===== src/rtl/buf_uart_pkg.sv =====
package buf_uart_pkg;
  typedef logic [7:0] byte_t;
  localparam int unsigned FRAME_BITS = 10;
  localparam int unsigned RX_SAMPLES = 9;
endpackage


===== src/rtl/buf_ring.sv =====
module buf_ring #(
  parameter int unsigned DEPTH = 16,
  parameter int unsigned W     = 8,
  localparam int unsigned PTR_W = $clog2(DEPTH),
  localparam int unsigned CNT_W = $clog2(DEPTH + 1)
) (
  input  logic             clk_i,
  input  logic             rst_ni,
  input  logic             push_i,
  input  logic [W-1:0]     data_i,
  input  logic             pop_i,
  output logic [W-1:0]     data_o,
  output logic [CNT_W-1:0] count_o,
  output logic             empty_o
);
  logic [W-1:0]     mem_q [DEPTH];
  logic [PTR_W-1:0] wr_q, rd_q;
  logic             full, push_ok, pop_ok;

  assign empty_o = (count_o == '0);
  assign full    = (count_o == CNT_W'(DEPTH));
  assign push_ok = push_i && !full;
  assign pop_ok  = pop_i && !empty_o;
  assign data_o  = mem_q[rd_q];

  function automatic logic [PTR_W-1:0] adv(input logic [PTR_W-1:0] p);
    return (p == PTR_W'(DEPTH - 1)) ? '0 : p + PTR_W'(1);
  endfunction

  always_ff @(posedge clk_i) begin
    if (push_ok) mem_q[wr_q] <= data_i;
  end

  always_ff @(posedge clk_i or negedge rst_ni) begin
    if (!rst_ni) begin
      wr_q    <= '0;
      rd_q    <= '0;
      count_o <= '0;
    end else begin
      if (push_ok) wr_q <= adv(wr_q);
      if (pop_ok)  rd_q <= adv(rd_q);
      case ({push_ok, pop_ok})
        2'b10:   count_o <= count_o + CNT_W'(1);
        2'b01:   count_o <= count_o - CNT_W'(1);
        default: count_o <= count_o;
      endcase
    end
  end

  AST_RING_BOUND: assert property (@(posedge clk_i) disable iff (!rst_ni)
    count_o <= CNT_W'(DEPTH));
  AST_FULL_NO_GROW: assert property (@(posedge clk_i) disable iff (!rst_ni)
    (full && !pop_i) |=> (count_o == CNT_W'(DEPTH)));
  AST_EMPTY_POP_HOLD: assert property (@(posedge clk_i) disable iff (!rst_ni)
    (empty_o && pop_i && !push_i) |=> empty_o);
endmodule


===== src/rtl/buf_uart_tx.sv =====
module buf_uart_tx
  import buf_uart_pkg::*;
#(
  parameter int unsigned DIV_W = 16
) (
  input  logic             clk_i,
  input  logic             rst_ni,
  input  logic             tick_i,
  input  logic [DIV_W-1:0] div_i,
  input  logic             ring_empty_i,
  input  byte_t            ring_data_i,
  output logic             ring_pop_o,
  output logic             txd_o
);
  localparam int unsigned BW = $clog2(FRAME_BITS + 1);

  logic [DIV_W-1:0]      tmr_q;
  logic [FRAME_BITS-1:0] sh_q;
  logic [BW-1:0]         left_q;
  logic                  busy_q, bnd, frame_end;

  assign bnd        = tick_i && (tmr_q == '0);
  assign frame_end  = !busy_q || (left_q == BW'(1));
  assign ring_pop_o = bnd && frame_end && !ring_empty_i;
  assign txd_o      = sh_q[0];

  always_ff @(posedge clk_i or negedge rst_ni) begin
    if (!rst_ni) begin
      tmr_q  <= '0;
      sh_q   <= '1;
      left_q <= '0;
      busy_q <= 1'b0;
    end else if (tick_i) begin
      tmr_q <= bnd ? div_i - DIV_W'(1) : tmr_q - DIV_W'(1);
      if (bnd) begin
        if (!frame_end) begin
          sh_q   <= {1'b1, sh_q[FRAME_BITS-1:1]};
          left_q <= left_q - BW'(1);
        end else if (!ring_empty_i) begin
          sh_q   <= {1'b1, ring_data_i, 1'b0};
          left_q <= BW'(FRAME_BITS);
          busy_q <= 1'b1;
        end else begin
          sh_q   <= '1;
          busy_q <= 1'b0;
        end
      end
    end
  end

  AST_TX_IDLE_HIGH: assert property (@(posedge clk_i) disable iff (!rst_ni)
    !busy_q |-> txd_o);
  AST_TX_EDGE_ON_BOUND: assert property (@(posedge clk_i) disable iff (!rst_ni)
    !$stable(txd_o) |-> $past(bnd));
endmodule


===== src/rtl/buf_uart_rx.sv =====
module buf_uart_rx
  import buf_uart_pkg::*;
#(
  parameter int unsigned DIV_W = 16
) (
  input  logic             clk_i,
  input  logic             rst_ni,
  input  logic             tick_i,
  input  logic [DIV_W-1:0] div_i,
  input  logic             rxd_i,
  output logic             done_o,
  output byte_t            data_o
);
  localparam int unsigned TW = DIV_W + 1;
  localparam int unsigned BW = $clog2(RX_SAMPLES + 1);

  logic [1:0]    sync_q;
  logic          rx_s, busy_q, smp;
  logic [TW-1:0] tmr_q;
  logic [BW-1:0] bits_q;

  assign rx_s = sync_q[1];
  assign smp  = tick_i && busy_q && (tmr_q == '0);

  always_ff @(posedge clk_i or negedge rst_ni) begin
    if (!rst_ni) begin
      sync_q <= '1;
      busy_q <= 1'b0;
      tmr_q  <= '0;
      bits_q <= '0;
      data_o <= '0;
      done_o <= 1'b0;
    end else begin
      sync_q <= {sync_q[0], rxd_i};
      done_o <= 1'b0;
      if (tick_i) begin
        if (!busy_q) begin
          if (!rx_s) begin
            busy_q <= 1'b1;
            bits_q <= BW'(RX_SAMPLES);
            // one and a half bit periods to the centre of data bit 0
            tmr_q  <= TW'(div_i) + TW'(div_i >> 1) - TW'(1);
          end
        end else if (smp) begin
          tmr_q  <= TW'(div_i) - TW'(1);
          bits_q <= bits_q - BW'(1);
          if (bits_q == BW'(1)) begin
            busy_q <= 1'b0;
            done_o <= 1'b1;
          end else begin
            data_o <= {rx_s, data_o[7:1]};
          end
        end else begin
          tmr_q <= tmr_q - TW'(1);
        end
      end
    end
  end

  AST_RX_BITS_RANGE: assert property (@(posedge clk_i) disable iff (!rst_ni)
    busy_q |-> (bits_q >= BW'(1) && bits_q <= BW'(RX_SAMPLES)));
  AST_RX_DONE_PULSE: assert property (@(posedge clk_i) disable iff (!rst_ni)
    done_o |=> !done_o);
endmodule


===== src/rtl/buf_uart_chan.sv =====
module buf_uart_chan
  import buf_uart_pkg::*;
#(
  parameter int unsigned DEPTH = 16,
  parameter int unsigned DIV_W = 16,
  localparam int unsigned CNT_W = $clog2(DEPTH + 1)
) (
  input  logic             clk_i,
  input  logic             rst_ni,
  input  logic             tick_i,
  input  logic [DIV_W-1:0] div_i,
  input  logic             push_i,
  input  logic [7:0]       push_data_i,
  output logic             tx_full_o,
  output logic             tx_empty_o,
  output logic [CNT_W-1:0] tx_count_o,
  input  logic             pop_i,
  output logic [7:0]       pop_data_o,
  output logic             rx_full_o,
  output logic             rx_empty_o,
  output logic [CNT_W-1:0] rx_count_o,
  output logic             ovr_o,
  input  logic             ovr_clr_i,
  input  logic             rxd_i,
  output logic             txd_o,
  output logic             cts_o,
  output logic             dsr_o
);
  byte_t tx_head, rx_head, rx_byte;
  logic  tx_pop, rx_done, pop_ok, drop, store, rdy_q;

  buf_ring #(.DEPTH(DEPTH), .W(8)) u_tx_ring (
    .clk_i, .rst_ni,
    .push_i (push_i),     .data_i (push_data_i),
    .pop_i  (tx_pop),     .data_o (tx_head),
    .count_o(tx_count_o), .empty_o(tx_empty_o)
  );

  buf_uart_tx #(.DIV_W(DIV_W)) u_tx (
    .clk_i, .rst_ni, .tick_i, .div_i,
    .ring_empty_i(tx_empty_o), .ring_data_i(tx_head),
    .ring_pop_o  (tx_pop),     .txd_o
  );

  buf_uart_rx #(.DIV_W(DIV_W)) u_rx (
    .clk_i, .rst_ni, .tick_i, .div_i, .rxd_i,
    .done_o(rx_done), .data_o(rx_byte)
  );

  buf_ring #(.DEPTH(DEPTH), .W(8)) u_rx_ring (
    .clk_i, .rst_ni,
    .push_i (store),      .data_i (rx_byte),
    .pop_i  (pop_i),      .data_o (rx_head),
    .count_o(rx_count_o), .empty_o(rx_empty_o)
  );

  assign tx_full_o  = (tx_count_o == CNT_W'(DEPTH));
  assign rx_full_o  = (rx_count_o == CNT_W'(DEPTH - 1));
  assign pop_ok     = pop_i && !rx_empty_o;
  assign drop       = rx_done && rx_full_o && !pop_ok;
  assign store      = rx_done && !drop;
  assign pop_data_o = rx_empty_o ? 8'h00 : rx_head;
  assign cts_o      = rdy_q;
  assign dsr_o      = rdy_q;

  always_ff @(posedge clk_i or negedge rst_ni) begin
    if (!rst_ni) begin
      rdy_q <= 1'b1;
      ovr_o <= 1'b0;
    end else begin
      if (drop)                rdy_q <= 1'b0;
      else if (store || pop_ok) rdy_q <= 1'b1;
      if (drop)           ovr_o <= 1'b1;
      else if (ovr_clr_i) ovr_o <= 1'b0;
    end
  end

  AST_DROP_FLAGS: assert property (@(posedge clk_i) disable iff (!rst_ni)
    drop |=> (ovr_o && !cts_o && !dsr_o));
  AST_DROP_COUNT: assert property (@(posedge clk_i) disable iff (!rst_ni)
    drop |=> (rx_count_o == CNT_W'(DEPTH - 1)));
  AST_POP_READY: assert property (@(posedge clk_i) disable iff (!rst_ni)
    (pop_ok && !rx_done) |=> cts_o);
  AST_OVR_STICKY: assert property (@(posedge clk_i) disable iff (!rst_ni)
    (ovr_o && !ovr_clr_i) |=> ovr_o);
endmodule


===== config.mk =====
export PLATFORM = sky130hd
export DESIGN_NAME = buf_uart_chan
export DESIGN_NICKNAME = d
export VERILOG_FILES = /design/src/rtl/buf_uart_pkg.sv /design/src/rtl/buf_ring.sv /design/src/rtl/buf_uart_tx.sv /design/src/rtl/buf_uart_rx.sv /design/src/rtl/buf_uart_chan.sv
export SDC_FILE = /design/constraint.sdc
export NUM_CORES = 1
export LEC_CHECK = 0
export ABC_AREA = 1
export BUFFER_PORTS_ARGS = -buffer_cell sky130_fd_sc_hd__clkbuf_2
export CAP_MARGIN = 20
export CORE_ASPECT_RATIO = 1.25
export CORE_MARGIN = 2
export CORE_UTILIZATION = 45
export DETAILED_ROUTE_END_ITERATION = 8
export PLACE_DENSITY_LB_ADDON = 0.08
export SLEW_MARGIN = 0
export SYNTH_ARGS = -nofsm -noshare
export SYNTH_HDL_FRONTEND = slang
export SYNTH_SLANG_ARGS = --single-unit

===== constraint.sdc =====
create_clock -name clk_i -period 3.35 [get_ports clk_i]
set_clock_uncertainty 0.2 [all_clocks]
set_input_delay 0.5025 -clock clk_i [delete_from_list [all_inputs] [get_ports clk_i]]
set_output_delay 0.5025 -clock clk_i [all_outputs]
set_load 0.05 [all_outputs]

== Word-level counts from Yosys, hierarchy flattened ==
Memories as Yosys holds them, arrays and structs flattened.
Index checks and enable logic that the tools add are counted.
Widths: inputs -> output; s select.

* Bits in latches: 0
* Bits in writable memories: 256
* Word-level logic and storage cells: 123
* Memory bits (read-only): 0
* Register bits after elaboration: 92
* Input bits: 31
* Memories: 2

{| class="wikitable"
|+ Memories
! memory !! words !! width !! read ports !! clocked after Yosys merged registers in !! wr ports !! line !! source
|-
| u_rx_ring.mem_q || 16 || 8 || 1 || 0 || 1 || buf_ring.sv:16 || <nowiki>logic [W-1:0] mem_q [DEPTH];</nowiki>
|-
| u_tx_ring.mem_q || 16 || 8 || 1 || 0 || 1 || buf_ring.sv:16 ||
|}

* Shift-type cells: 0
* Bitwise operators: 1
* Reduce and logical (&&, ||, !) cells: 35
* $lt $le $gt $ge: 0
* Mux-type cells: 35
* Divide/modulo/power cells: 0
* Add/subtract/negate cells: 16
* Multipliers: 0
* Equality and inequality tests: 16

{| class="wikitable"
|+ Operators by type and width
! kind !! count
|-
| $mux 17 || 3
|-
| $mux 4 || 9
|-
| $sub 17x1->17 const B || 2
|-
| $sub 16x1->16 const B || 2
|-
| $pmux 5 s2 || 2
|-
| $add 16x15->17 || 1
|-
| $logic_not 17->1 || 1
|-
| $mux 1 || 17
|-
| $sub 16x1->17 const B || 1
|-
| $add 4x1->4 const B || 4
|-
| $eq 4x4->1 const B || 4
|-
| $logic_not 16->1 || 1
|-
| $mux 16 || 1
|-
| $logic_and 1x1->1 || 12
|-
| $add 5x1->5 const B || 2
|-
| $eq 5x5->1 const B || 2
|-
| $logic_not 5->1 || 2
|-
| $mux 10 || 1
|-
| $sub 5x1->5 const B || 2
|-
| $mux 9 || 1
|-
| $reduce_and 3->1 || 3
|-
| $eq 4x1->1 const B || 2
|-
| $mux 8 || 1
|-
| $reduce_bool 2->1 || 4
|-
| 10 further kinds || 23
|}

== Longest topological paths before layout ==
* Depth after elaboration: 10
* Depth in mapped cells: 18
* Gate-level depth less buffers: 18

== Hierarchy ==
A second synthesis with hierarchy kept.

* Cells, all modules: 2181
* Area, all modules: 18640.4 µm²

{| class="wikitable"
|+ Modules (own cells, without submodules)
! module !! cells an instance !! times used !! area an instance (µm²) !! sequential area each (µm²)
|-
| buf_ring || 670 || 2 || 6463.7 || 4169.0
|-
| buf_uart_rx || 515 || 1 || 3398.3 || 828.3
|-
| buf_uart_tx || 287 || 1 || 2073.2 || 762.0
|-
| buf_uart_chan || 39 || 1 || 241.5 || 51.3
|}

== Worst setup path after synthesis ==
OpenSTA, ideal clock, no wires.

* Path type: register -> register
* Start point: register u_rx_ring.count_o[0]
* End point: register u_rx_ring.count_o[4]
* Setup slack: -0.521 ns
* Required time: 3.068 ns
* Arrival time: 3.589 ns
* Cell stages (with the launch flop): 14
* Library setup time: 0.082 ns
* Clock period less this slack: 3.871 ns
* Path through: dfrtp_1 -> inv_1 -> nor3_1 -> nand3_1 -> nand3_2 -> ha_1 -> inv_1 -> fa_1 -> nor2_1 -> a211oi_1 -> nand2_1 -> nand2_1 -> nor2_1 -> xor2_1

* Elaborated cells on any way between the ends: 18
* Classes of those cells: add/sub: 2; eq/ne: 4; mux: 1; reduce/logical: 11

{| class="wikitable"
|+ RTL lines
! item !! line !! source
|-
| start, declared || buf_ring.sv:13 || <nowiki>output logic [CNT_W-1:0] count_o,</nowiki>
|-
| start signal, assigned || buf_ring.sv:43 || <nowiki>2'b10: count_o <= count_o + CNT_W'(1);</nowiki>
|-
| start signal, assigned || buf_ring.sv:44 || <nowiki>2'b01: count_o <= count_o - CNT_W'(1);</nowiki>
|-
| start signal, assigned || buf_ring.sv:45 || <nowiki>default: count_o <= count_o;</nowiki>
|-
| $eq 5x4->1 (*) || buf_uart_chan.sv:58 || <nowiki>assign rx_full_o = (rx_count_o == CNT_W'(DEPTH - 1));</nowiki>
|-
| via rx_full_o || buf_uart_chan.sv:19 || <nowiki>output logic rx_full_o,</nowiki>
|-
| $logic_and 1x1->1 (*) (2 in a row) || buf_uart_chan.sv:60 || <nowiki>assign drop = rx_done && rx_full_o && !pop_ok;</nowiki>
|-
| $logic_not 1->1 (*) || buf_uart_chan.sv:61 || <nowiki>assign store = rx_done && !drop;</nowiki>
|-
| $logic_and 1x1->1 (*) || buf_uart_chan.sv:61 ||
|-
| $logic_and 1x1->1 (*) || buf_ring.sv:22 || <nowiki>assign push_ok = push_i && !full;</nowiki>
|-
| $eq 2x1->1 / $eq 2x2->1 (equally long branches) || buf_ring.sv:42 || <nowiki>case ({push_ok, pop_ok})</nowiki>
|-
| $pmux 5 s2 / $reduce_bool 2->1 (equally long branches) || - ||
|}

The timed path passes the listed nets; every way through them passes the cells marked *.
A chain may end at the register's enable or synchronous reset.

== Final worst setup path ==
* Start point: register u_rx_ring.rd_q[1]
* End point: output pop_data_o[0]

* Word-level cells in the longest chain between the ends: 2

{| class="wikitable"
|+ Ends and longest elaborated chain
! item !! line !! source
|-
| start, declared || buf_ring.sv:17 || <nowiki>logic [PTR_W-1:0] wr_q, rd_q;</nowiki>
|-
| start signal, assigned || buf_ring.sv:41 || <nowiki>if (pop_ok) rd_q <= adv(rd_q);</nowiki>
|-
| $mem_v2 16x8 || - ||
|-
| $mux 8 || buf_uart_chan.sv:62 || <nowiki>assign pop_data_o = rx_empty_o ? 8'h00 : rx_head;</nowiki>
|-
| end, declared || buf_uart_chan.sv:18 || <nowiki>output logic [7:0] pop_data_o,</nowiki>
|}

Every way passes these cells.

==> metrics.md <==
| Metric | Value |
|---|---|
| Clk_lat worst skew | `530 ps` |
| Placed Cells | `2,176` |
| Utilization after layout | `51.3%` |
| Max-slew violations | `0` |
| Critical Path Start | `u_rx_ring.rd_q[1]` |
| Total iterations of the first detailed-routing run | `5` |
| Peak supply drop | `396 uV` |
| Initial antenna violation count | `0` |
| Worst EP arrival | `2490 ps` |
| Final Worst Setup Slack | `158 ps` |
| DRT iter0 DRCs | `842` |
| Reg2Reg Depth | `14` |
| Status | `finished clean` |
| First-pass GRT wire length | `65.5 mm` |
| Leakage | `0.00765 uW` |
| Pwr Density | `683 nW/um^2` |
| Yosys warning count | `0` |
| Placed Area | `17,700 um^2` |
| I/O Pins | `57` |
| EDFF count, synth | `256` |
| Distinct cell type count after synthesis | `55` |
| Most frequent cells in the layout | `nand2_1, edfxtp_1, nor2_1, inv_1, o21ai_0` |
| Setup Viol. Count Final | `0` |
| Worst path bufs/invs | `4` |
| WP data required | `2650 ps` |
| FFs w/ async S/R, synth | `26.2%` |
| Total number of vias | `12,000` |
| Initial Utilization | `45.3%` |
| Fillers | `3,425` |
| Avg Vias per Cell | `5.36` |
| Ys flop type | `edfxtp_1` |
| RR Startpoint | `u_rx_ring.count_o[0]` |
| Final net count | `1,822` |
| Row cnt | `79` |
| Worst path cell trace | `buf_4 > nor2_1 > clkinvlp_4 > buf_4 > o221ai_1 > a21oi_1 > a211oi_1 > clkbuf_2` |
| Worst hold start | `div_i[0]` |
| Cts bufs inserted | `36` |
| Register area share after synthesis | `59.6%` |
| Die span in x | `177 um` |
| Post-Synthesis Net Count | `1,740` |
| CTS tree | `yes` |
| Startpoint type of the worst setup path | `flop` |
| Non-filler instance count after layout | `2,244` |
| Clk slew on worst S/H paths | `60 ps` |
| Antenna viol nets, final | `0` |
| Setup Crit Path Kind | `reg -> out` |
| Post-detail-place hpwl | `27.6 mm` |
| Register bit total from synthesis | `347` |
| Port Buffers | `56` |
| Area Growth Syn to Fin | `13.3%` |
| CTS sink cnt | `347` |
| Gr usage total | `21.8%` |
| Final Hold Vio Count | `0` |
| Setup WS pre-CTS | `197 ps` |
| Synthesized cell area | `16,700 um^2` |
| Max incr delay on CP | `380 ps` |
| Worst path depth | `8` |
| Core area | `37,000 um^2` |
| CP most frequent cell | `buf_4` |
| Aggregate routed wire length | `41.1 mm` |
| Tcrit/Tclk final | `95.3%` |
| HP Class | `in -> reg` |
| DRC | `0` |
| Clock H-tree levels | `2` |
| Mapped Cells | `1,651` |
| Pin count of the biggest net entering global routing | `92` |
| Clk root buf | `clkbuf_16` |
| CTS max path bufs | `3` |
| Crit. End Element | `output port` |
| Max_cap viols | `0` |
| Vias in the first global route | `12,100` |
| Slew Limit Headroom | `42.2%` |
| Diode count | `0` |
| Maximum fanout along the worst path | `19` |
| WHS Path Cells | `4` |
| Die Span Y | `220 um` |
| Avg WL per Cell | `18.3 um` |
| Slowest-stage cell, CP | `dfrtp_1` |
| Final instance area | `19,000 um^2` |
| Grt total ovfl | `0` |
| Family with the most delay on the worst path | `buffers and inverters` |
| Gp weighted congestion | `0.878` |
| Min Clock Period, post-route | `3190 ps` |
| Die Area | `38,800 um^2` |
| Worst slew pin tran | `865 ps` |
| Layout cell share with drive strength beyond 1 | `12.6%` |
| Fmax | `313 MHz` |
| Syn avg cell area | `10.1 um^2` |
-- metal layers --
layer,GRT usage (%),vias up,wire (um)
li1,-,5898,-
met1,29.1,5809,18300
met2,37.2,258,20200
met3,3.05,58,1690
met4,6.14,0,877
met5,0,-,0
-- worst register-to-register path, stage by stage (launching register included) --
cell and delay (ps):
dfrtp_1 440, nor4_1 380, nand2_1 140, nand2_1 130
nand3_1 130, nand3_2 140, ha_1 260, inv_1 120
fa_1 410, nor2_1 120, a211oi_1 60, nand2_1 70
nand2_1 50, nor2_1 110, xor2_1 160
-- through the flow --
step / TNS [ps] / power (uW) / hold WS [ps]
6_report: 0 / 13000 / 112
5_1_grt: -7.00 / 13700 / 146
4_1_cts: 0 / 13000 / 83.1
3_5_place_dp: 0 / 9010 / 147
3_3_place_gp: 0 / 8980 / 146
2_1_floorplan: -624 / 7860 / 6.91
-- cells by family after synthesis --
logic type	synth area share, %
multiplexers	1.49
AND/OR/NAND/NOR	16.2
flip-flops	59.6
adder cells (fa/ha/maj)	4.51
buffers and inverters	5.29
XOR/XNOR	0.889
AO/OA/AOI/OAI	12.0
-- path summary, 6_finish.rpt --
kind                       slack, ps                    to
max                              160         pop_data_o[0]
min                              110         u_tx.tmr_q[0]
max reg2reg                      360  u_rx_ring.count_o[4]
min reg2reg                      140        u_rx.sync_q[1]
max in group asynchronous       2110     u_rx_ring.rd_q[0]
min in group asynchronous        360  u_tx_ring.count_o[0]
-- where the power goes --
group / internal [uW] / leakage, uW / total [uW] / switching (uW)
logic: 1120 / 0.00366 / 3750 / 2620
registers: 4970 / 0.00342 / 5210 / 246
clock network: 2400 / 0.000573 / 4000 / 1610
-- layout make-up --
type | instances | area [um^2] | share of cell area [%]
clock buffers | 55 | 1050 | 5.55
inverters | 177 | 668 | 3.52
flip-flops and latches | 347 | 9980 | 52.6
multi-input cells | 1075 | 5900 | 31.1
well taps | 486 | 608 | 3.20
repair buffers | 96 | 648 | 3.42
clock inverters | 8 | 118 | 0.620
-- synthesized netlist by cell type, types with 17 or more instances --
library cell	number	area [um^2]
nand3_1	66	330
o21ai_0	156	781
clkbuf_1	39	146
nor2_1	224	841
ha_1	54	676
nand4_1	21	131
dfrtp_1	79	1980
nor3_1	17	85.1
o22ai_1	35	219
inv_1	165	619
a21oi_1	80	400
nand2_1	256	961
o221ai_1	22	193
edfxtp_1	256	7690
-- flip-flops by register name, summed over array words and instances (netlist names) --
signal and count:
u_rx.tmr_q 17, u_tx_ring.rd_q 4, u_tx_ring.wr_q 4, u_tx_ring.count_o 5
u_rx.data_o 8, u_rx.bits_q 4, u_tx.left_q 4, u_rx.done_o 1
u_tx.sh_q 9, u_tx.busy_q 1, u_rx_ring.rd_q 4, cts_o 1
u_rx_ring.count_o 5, u_rx_ring.mem_q 128, ovr_o 1, u_rx.sync_q 2
u_tx_ring.mem_q 128, u_rx.busy_q 1, u_rx_ring.wr_q 4, u_tx.tmr_q 16
-- repair_timing --
item | 4_1_cts | 5_1_grt
endpoints found under the setup margin | 0 | 6
buffers inserted | 0 | 2
resized for setup | 0 | 8
hold buffers | 3 | 0
endpoints found under the hold margin | 81 | 0
No activity file was read; power rests on OpenSTA's default activity.
